$ cat src/rtl/wr_pkg.sv
package wr_pkg;

  typedef enum logic [3:0] {
    OP_WR_WIPER = 4'd1,
    OP_WR_INPUT = 4'd2,
    OP_READ     = 4'd3,
    OP_XFER     = 4'd8,
    OP_STORE    = 4'd9,
    OP_NV_WRITE = 4'd11,
    OP_WR_CTRL  = 4'd13
  } op_e;

  typedef enum logic [1:0] {
    SEL_INPUT = 2'd0,
    SEL_NV    = 2'd1,
    SEL_CTRL  = 2'd2,
    SEL_WIPER = 2'd3
  } rsel_e;

  typedef enum logic [1:0] {
    ST_RESTORE,
    ST_IDLE,
    ST_PROG
  } seq_e;

  typedef struct packed {
    logic wr_wiper;
    logic wr_input;
    logic xfer;
    logic read;
    logic store;
    logic nv_wr;
    logic wr_ctrl;
  } ops_t;

endpackage

$ cat src/rtl/wr_cmd_decode.sv
module wr_cmd_decode
  import wr_pkg::*;
#(
  parameter int NUM_CH = 4,
  parameter int ADDR_W = 4
) (
  input  logic              valid_i,
  input  logic              idle_i,
  input  logic [3:0]        ctrl_i,
  input  logic [ADDR_W-1:0] addr_i,
  output ops_t              ops_o,
  output logic              addr_ok_o,
  output logic [NUM_CH-1:0] chan_sel_o
);

  logic take;

  assign take      = valid_i & idle_i;
  assign addr_ok_o = int'(addr_i) < NUM_CH;

  for (genvar i = 0; i < NUM_CH; i++) begin : g_sel
    assign chan_sel_o[i] = addr_ok_o && (int'(addr_i) == i);
  end

  // channel ops need a real channel; reads always answer
  always_comb begin
    ops_o = '0;
    if (take) begin
      case (ctrl_i)
        OP_WR_WIPER: ops_o.wr_wiper = addr_ok_o;
        OP_WR_INPUT: ops_o.wr_input = addr_ok_o;
        OP_XFER:     ops_o.xfer     = addr_ok_o;
        OP_READ:     ops_o.read     = 1'b1;
        OP_STORE:    ops_o.store    = addr_ok_o;
        OP_NV_WRITE: ops_o.nv_wr    = addr_ok_o;
        OP_WR_CTRL:  ops_o.wr_ctrl  = 1'b1;
        default:     ops_o          = '0;
      endcase
    end
  end

endmodule

$ cat src/rtl/wr_prog_seq.sv
module wr_prog_seq
  import wr_pkg::*;
#(
  parameter int STORE_CYCLES = 1875000
) (
  input  logic clk_i,
  input  logic rst_ni,
  input  logic start_i,
  output logic busy_o,
  output logic restore_o,
  output logic commit_o
);

  localparam int             CNT_W = $clog2(STORE_CYCLES + 1);
  localparam logic [CNT_W-1:0] LOAD = CNT_W'(STORE_CYCLES - 1);

  seq_e             st_q;
  logic [CNT_W-1:0] cnt_q;

  always_ff @(posedge clk_i or negedge rst_ni) begin
    if (!rst_ni) begin
      st_q  <= ST_RESTORE;
      cnt_q <= '0;
    end else begin
      case (st_q)
        ST_RESTORE: st_q <= ST_IDLE;
        ST_IDLE: begin
          if (start_i) begin
            st_q  <= ST_PROG;
            cnt_q <= LOAD;
          end
        end
        ST_PROG: begin
          if (cnt_q == '0) st_q <= ST_IDLE;
          else             cnt_q <= cnt_q - 1'b1;
        end
        default: st_q <= ST_IDLE;
      endcase
    end
  end

  assign busy_o    = st_q != ST_IDLE;
  assign restore_o = st_q == ST_RESTORE;
  assign commit_o  = (st_q == ST_PROG) && (cnt_q == '0);

endmodule

$ cat src/rtl/wr_channel.sv
module wr_channel #(
  parameter int DATA_W     = 8,
  parameter bit LSB_IGNORE = 1'b0
) (
  input  logic              clk_i,
  input  logic              rst_ni,
  input  logic              restore_i,
  input  logic              wr_wiper_i,
  input  logic              wr_input_i,
  input  logic              xfer_i,
  input  logic              nv_we_i,
  input  logic [DATA_W-1:0] data_i,
  input  logic [DATA_W-1:0] nv_data_i,
  output logic [DATA_W-1:0] wiper_o,
  output logic [DATA_W-1:0] input_o,
  output logic [DATA_W-1:0] nv_o
);

  localparam logic [DATA_W-1:0] KEEP = LSB_IGNORE ? {{(DATA_W-1){1'b1}}, 1'b0}
                                                  : {DATA_W{1'b1}};
  localparam logic [DATA_W-1:0] MID  = DATA_W'(1) << (DATA_W - 1);

  logic [DATA_W-1:0] wiper_q;
  logic [DATA_W-1:0] input_q;
  // nonvolatile copy: survives reset, only the initial content is fixed
  logic [DATA_W-1:0] nv_q = MID;

  always_ff @(posedge clk_i) begin
    if (nv_we_i) nv_q <= nv_data_i & KEEP;
  end

  always_ff @(posedge clk_i or negedge rst_ni) begin
    if (!rst_ni) begin
      wiper_q <= '0;
      input_q <= '0;
    end else begin
      if (restore_i)       wiper_q <= nv_q;
      else if (wr_wiper_i) wiper_q <= data_i & KEEP;
      else if (xfer_i)     wiper_q <= input_q & KEEP;
      if (wr_input_i)      input_q <= data_i;
    end
  end

  assign wiper_o = wiper_q;
  assign input_o = input_q;
  assign nv_o    = nv_q;

endmodule

$ cat src/rtl/wiper_nv_bank.sv
module wiper_nv_bank
  import wr_pkg::*;
#(
  parameter int NUM_CH       = 4,
  parameter int DATA_W       = 8,
  parameter int ADDR_W       = 4,
  parameter int STORE_CYCLES = 1875000,
  parameter bit LSB_IGNORE   = 1'b0
) (
  input  logic                     clk_i,
  input  logic                     rst_ni,
  input  logic                     cmd_valid_i,
  input  logic [3:0]               cmd_ctrl_i,
  input  logic [ADDR_W-1:0]        cmd_addr_i,
  input  logic [DATA_W-1:0]        cmd_data_i,
  output logic [NUM_CH*DATA_W-1:0] wiper_o,
  output logic [DATA_W-1:0]        rdata_o,
  output logic                     rvalid_o,
  output logic                     busy_o
);

  ops_t              ops;
  logic              addr_ok;
  logic [NUM_CH-1:0] chan_sel;
  logic              busy, restore, commit;

  logic [DATA_W-1:0] wiper_a [NUM_CH];
  logic [DATA_W-1:0] input_a [NUM_CH];
  logic [DATA_W-1:0] nv_a    [NUM_CH];

  logic [DATA_W-1:0] sel_wiper, sel_input, sel_nv, rdata_d;
  logic [DATA_W-1:0] pend_val_q, ctrl_q, rdata_q;
  logic [NUM_CH-1:0] pend_sel_q;
  logic              rvalid_q;

  wr_cmd_decode #(
    .NUM_CH(NUM_CH),
    .ADDR_W(ADDR_W)
  ) u_dec (
    .valid_i   (cmd_valid_i),
    .idle_i    (!busy),
    .ctrl_i    (cmd_ctrl_i),
    .addr_i    (cmd_addr_i),
    .ops_o     (ops),
    .addr_ok_o (addr_ok),
    .chan_sel_o(chan_sel)
  );

  wr_prog_seq #(
    .STORE_CYCLES(STORE_CYCLES)
  ) u_seq (
    .clk_i    (clk_i),
    .rst_ni   (rst_ni),
    .start_i  (ops.store | ops.nv_wr),
    .busy_o   (busy),
    .restore_o(restore),
    .commit_o (commit)
  );

  for (genvar i = 0; i < NUM_CH; i++) begin : g_ch
    wr_channel #(
      .DATA_W    (DATA_W),
      .LSB_IGNORE(LSB_IGNORE)
    ) u_ch (
      .clk_i     (clk_i),
      .rst_ni    (rst_ni),
      .restore_i (restore),
      .wr_wiper_i(ops.wr_wiper & chan_sel[i]),
      .wr_input_i(ops.wr_input & chan_sel[i]),
      .xfer_i    (ops.xfer & chan_sel[i]),
      .nv_we_i   (commit & pend_sel_q[i]),
      .data_i    (cmd_data_i),
      .nv_data_i (pend_val_q),
      .wiper_o   (wiper_a[i]),
      .input_o   (input_a[i]),
      .nv_o      (nv_a[i])
    );
    assign wiper_o[i*DATA_W +: DATA_W] = wiper_a[i];
  end

  // one-hot selected channel views
  always_comb begin
    sel_wiper = '0;
    sel_input = '0;
    sel_nv    = '0;
    for (int i = 0; i < NUM_CH; i++) begin
      sel_wiper |= wiper_a[i] & {DATA_W{chan_sel[i]}};
      sel_input |= input_a[i] & {DATA_W{chan_sel[i]}};
      sel_nv    |= nv_a[i]    & {DATA_W{chan_sel[i]}};
    end
  end

  always_comb begin
    rdata_d = '0;
    if (addr_ok) begin
      case (rsel_e'(cmd_data_i[1:0]))
        SEL_INPUT: rdata_d = sel_input;
        SEL_NV:    rdata_d = sel_nv;
        SEL_CTRL:  rdata_d = ctrl_q;
        SEL_WIPER: rdata_d = sel_wiper;
        default:   rdata_d = '0;
      endcase
    end
  end

  always_ff @(posedge clk_i or negedge rst_ni) begin
    if (!rst_ni) begin
      pend_val_q <= '0;
      pend_sel_q <= '0;
      ctrl_q     <= '0;
      rdata_q    <= '0;
      rvalid_q   <= 1'b0;
    end else begin
      if (ops.store | ops.nv_wr) begin
        pend_sel_q <= chan_sel;
        pend_val_q <= ops.store ? sel_wiper : cmd_data_i;
      end
      if (ops.wr_ctrl) ctrl_q <= cmd_data_i;
      rvalid_q <= ops.read;
      if (ops.read) rdata_q <= rdata_d;
    end
  end

  assign rdata_o  = rdata_q;
  assign rvalid_o = rvalid_q;
  assign busy_o   = busy;

endmodule

$ cat config.mk
export PLATFORM = sky130hd
export DESIGN_NAME = wiper_nv_bank
export DESIGN_NICKNAME = d
export VERILOG_FILES = /design/src/rtl/wr_pkg.sv /design/src/rtl/wr_cmd_decode.sv /design/src/rtl/wr_prog_seq.sv /design/src/rtl/wr_channel.sv /design/src/rtl/wiper_nv_bank.sv
export SDC_FILE = /design/constraint.sdc
export NUM_CORES = 1
export LEC_CHECK = 0
export BUFFER_PORTS_ARGS = -buffer_cell sky130_fd_sc_hd__buf_2
export CAP_MARGIN = 10
export CORE_MARGIN = 2
export CORE_UTILIZATION = 40
export CTS_CLUSTER_DIAMETER = 60
export DETAILED_ROUTE_END_ITERATION = 10
export PLACE_DENSITY_LB_ADDON = 0.25
export REMOVE_ABC_BUFFERS = 1
export SYNTH_ARGS = -nofsm -noshare
export SYNTH_HDL_FRONTEND = slang
export SYNTH_SLANG_ARGS = --single-unit
$ cat constraint.sdc
create_clock -name clk_i -period 2.7 [get_ports clk_i]
set_clock_uncertainty 0.05 [all_clocks]
set_input_delay 0.405 -clock clk_i [delete_from_list [all_inputs] [get_ports clk_i]]
set_output_delay 0.405 -clock clk_i [all_outputs]
set_load 0.005 [all_outputs]
==> results.yml <==
grt:
  grt_usage_pct: 23.9
  overflow: 0
  grt_first_pass_wirelength_mm: 35.8
  antenna_found_initial: 0
  grt_pass1_vias: 6082
  grt_max_degree: 50
cells_and_area:
  nNetsFinal: 785
  insertedDiodeCount: 0
  nFillCells: 1700
  final_cell_area_um2: 8840
  fin_util_pct: 47.6
  final_layout_size_suffix_gt1_share_pct: 25.9
  syn_to_final_growth_pct: 17.4
critical_path:
  startpoint_type: "register"
  slowest_stage: "nand3b_1"
  r2r-end: "g_ch[1].u_ch.wiper_o[6]"
  crit_chain: "inv_1, ha_1, and3b_1, and3_1, nand3b_1, o211ai_1"
  r2r_cells: 6
  cp_data_required_time_ns: 2.98
  endpoint_kind: "register"
  regToRegSetupSlack_ns: 0.12
  worstPathArrival_ns: 2.86
  cp_max_fo: 8
  max_stage_delay_ns: 0.57
  r2r-start: "u_seq.st_q[1]"
  crit_type: "reg -> reg"
route:
  vias: 6088
  wirelength_mm: 23.2
  drtAntennaViolNets: 0
  wl_per_cell_um: 23.0
  viasPerCell: 6.05
  drt_iter0_drc: 809
  drt_first_pass_iters: 5
  drc: 0
logic_synthesis:
  synthArstFlopShare_pct: 78.4
  ys_top_cells_by_area: "dfrtp_1 39%, edfxtp_1 13%, mux2_2 6.1%, nand2_1 5.9%, mux4_2 4.8%"
  synth_edf_count: 32
  yosys.area.top_type_share_pct: 38.5
  syn_area_um2: 7530
  synth_cell_type_count: 72
  synth.avg_cell_area_um2: 10.9
  ys.flop_type: "dfrtp_1"
  yosysSeqAreaShare_pct: 51.3
  synth_top_cell_by_area: "dfrtp_1"
  synth_common_cells: "118 x nand2_1, 116 x dfrtp_1, 49 x o21ai_0, 41 x mux2_2, 35 x mux2i_1"
  synthCells: 691
  ys_warn_count: 0
  yosysMostFrequentCell: "nand2_1"
  ys_ff_latch: 148
floorplan:
  die_y_um: 141
  core-area_um2: 18600
  rows: 50
  start_util_pct: 40.6
  die_w_um: 141
  die-area_um2: 20000
  pin_count: 61
sta:
  fmax_ghz: 0.387
  hold_slack_ns: -0.0208
  slew-limit-headroom_pct: 48.2
  hold_violations: 10
  finalSetupViolCount: 0
  rsz0062_at_grt: "no"
  tightest_slew_ns: 0.777
  period_needed_ns: 2.58
  fin_setup_tns_ns: 0
  drv_slew: 0
  min_period_over_period_pct: 95.7
power:
  ir_worst_vdd_uv: 483
  p_leak_nw: 3.79
  switching_share_pct: 22.5
  p_comb_share_pct: 4.1
  p_switching_w: 0.00110
  pwr-share-seq_pct: 46.7
  power.density_nw_per_um2: 552
  intPower_w: 0.00378
  p_clk_share_pct: 49.3
clocking:
  clock-root-buffer: "clkbuf_16"
  cts_buffer_depth: 2
  cts_tree: "built"
  cts_num_sinks: 148
  htreeDepth: 4
  post_cts_resized: 0
  worstSkewPairLatency_ns: 0.43
  clk_pin_slew_ns: 0.06
  cts_buffers: 17
placed_design:
  io_buffers: 60
  placedInstanceArea_um2: 8250
  hpwl_mm: 15.6
  gp_congestion: 0.871
hold_path:
  min_path_type: "in -> async"
run_status:
  violations: "negative hold slack"
  status: "finished, violations left"
flow_run:
  drv_cap: 0
through the flow:
stage	setup WS, ns	power [W]	instances
CTS	0.159	0.00491	1007
global route	0.00719	0.00502	1007
detailed placement	0.197	0.00251	976
global placement	0.215	0.00251	976
floorplan	0.231	0.00237	643
finish	0.116	0.00488	1007
metal layers:
layer	share of wire, %	routed length [um]	vias to the layer above	track usage (%)
met5	0	0	-	0
met4	2.1	498	0	6.89
met3	12	2700	44	8.63
met2	43	10000	356	34.4
met1	43	9980	2978	34.0
li1	-	-	2710	-
layout by cell type, fill, tap and decap left out, drive strengths merged, types with 4 or more instances in the layout:
master,count
mux2,41
o2111ai,9
or3,4
clkbuf,21
buf,99
dfrtp,116
mux2i,35
nand3,15
a21oi,13
a31oi,4
nand2,118
edfxtp,32
o21ai,50
nor2,22
or4,9
ha,5
a22oi,14
inv,23
mux4,16
o211ai,25
clkinv,4
and3,8
nand3b,5
nor3,11
o22ai,8
nor4,7
nand4,4
final cells by class:
type	count	area, um2	area share [%]
tap	234	293	3.31
inverter	19	71.3	0.806
sequential	148	3860	43.7
multi-input combinational	476	3410	38.5
clock inverter	10	118	1.33
clock buffer	21	472	5.33
timing repair buffer	99	621	7.02
critical path, delay by kind of cell (launching register included):
family,cells,cell delay (ns)
buffers and inverters,1,0.10
AND/OR/NAND/NOR,3,1.27
AO/OA/AOI/OAI,1,0.41
flip-flops,1,0.38
adder cells (fa/ha/maj),1,0.29
state kept, by name, indices dropped and copies added (netlist names):
register and cells:
pend_sel_q 4, ctrl_q 8, g_ch.u_ch.input_o 32, g_ch.u_ch.wiper_o 32, rdata_o 8, u_seq.cnt_q 21, rvalid_o 1, u_seq.st_q 2
pend_val_q 8, g_ch.u_ch.nv_o 32
worst max path at each step:
stage,startpoint,endpoint,slack (ns),cells past startpoint
final,u_seq.st_q[1],g_ch[1].u_ch.wiper_o[6],0.12,6
after global placement,u_seq.st_q[1],g_ch[1].u_ch.wiper_o[6],0.21,6
after floorplan,cmd_addr_i[1],g_ch[1].u_ch.wiper_o[6],0.23,4
after detailed placement,u_seq.st_q[1],g_ch[1].u_ch.wiper_o[6],0.20,6
after CTS,u_seq.st_q[1],g_ch[1].u_ch.wiper_o[6],0.16,6
after global routing,u_seq.st_q[1],g_ch[1].u_ch.wiper_o[6],0.007,6
power groups by stage:
stage | combinational (W) | sequential (W) | clock [W]
3_3_place_gp | 0.000195 | 0.00232 | 0
3_5_place_dp | 0.000195 | 0.00232 | 0
6_report | 0.000198 | 0.00228 | 0.00240
5_1_grt | 0.000213 | 0.00227 | 0.00253
2_1_floorplan | 0.0000517 | 0.00232 | 0
4_1_cts | 0.000197 | 0.00228 | 0.00244
cell families (layout without fill, tap and decap cells):
logic type | after synthesis | after routing | share of synthesized area [%]
adder cells (fa/ha/maj) | 5 | 5 | 0.830
AND/OR/NAND/NOR | 224 | 224 | 14.9
XOR/XNOR | 1 | 1 | 0.116
buffers and inverters | 67 | 149 | 3.67
flip-flops | 148 | 148 | 51.3
multiplexers | 92 | 92 | 15.6
AO/OA/AOI/OAI | 154 | 154 | 13.7
what timing repair did:
item | 4_1_cts | 5_1_grt
setup endpoints to repair | 0 | 1
buffers inserted | 0 | 0
hold buffers | 0 | 0
hold endpoints to repair | 0 | 0
Power figures use the tool's default switching activity.
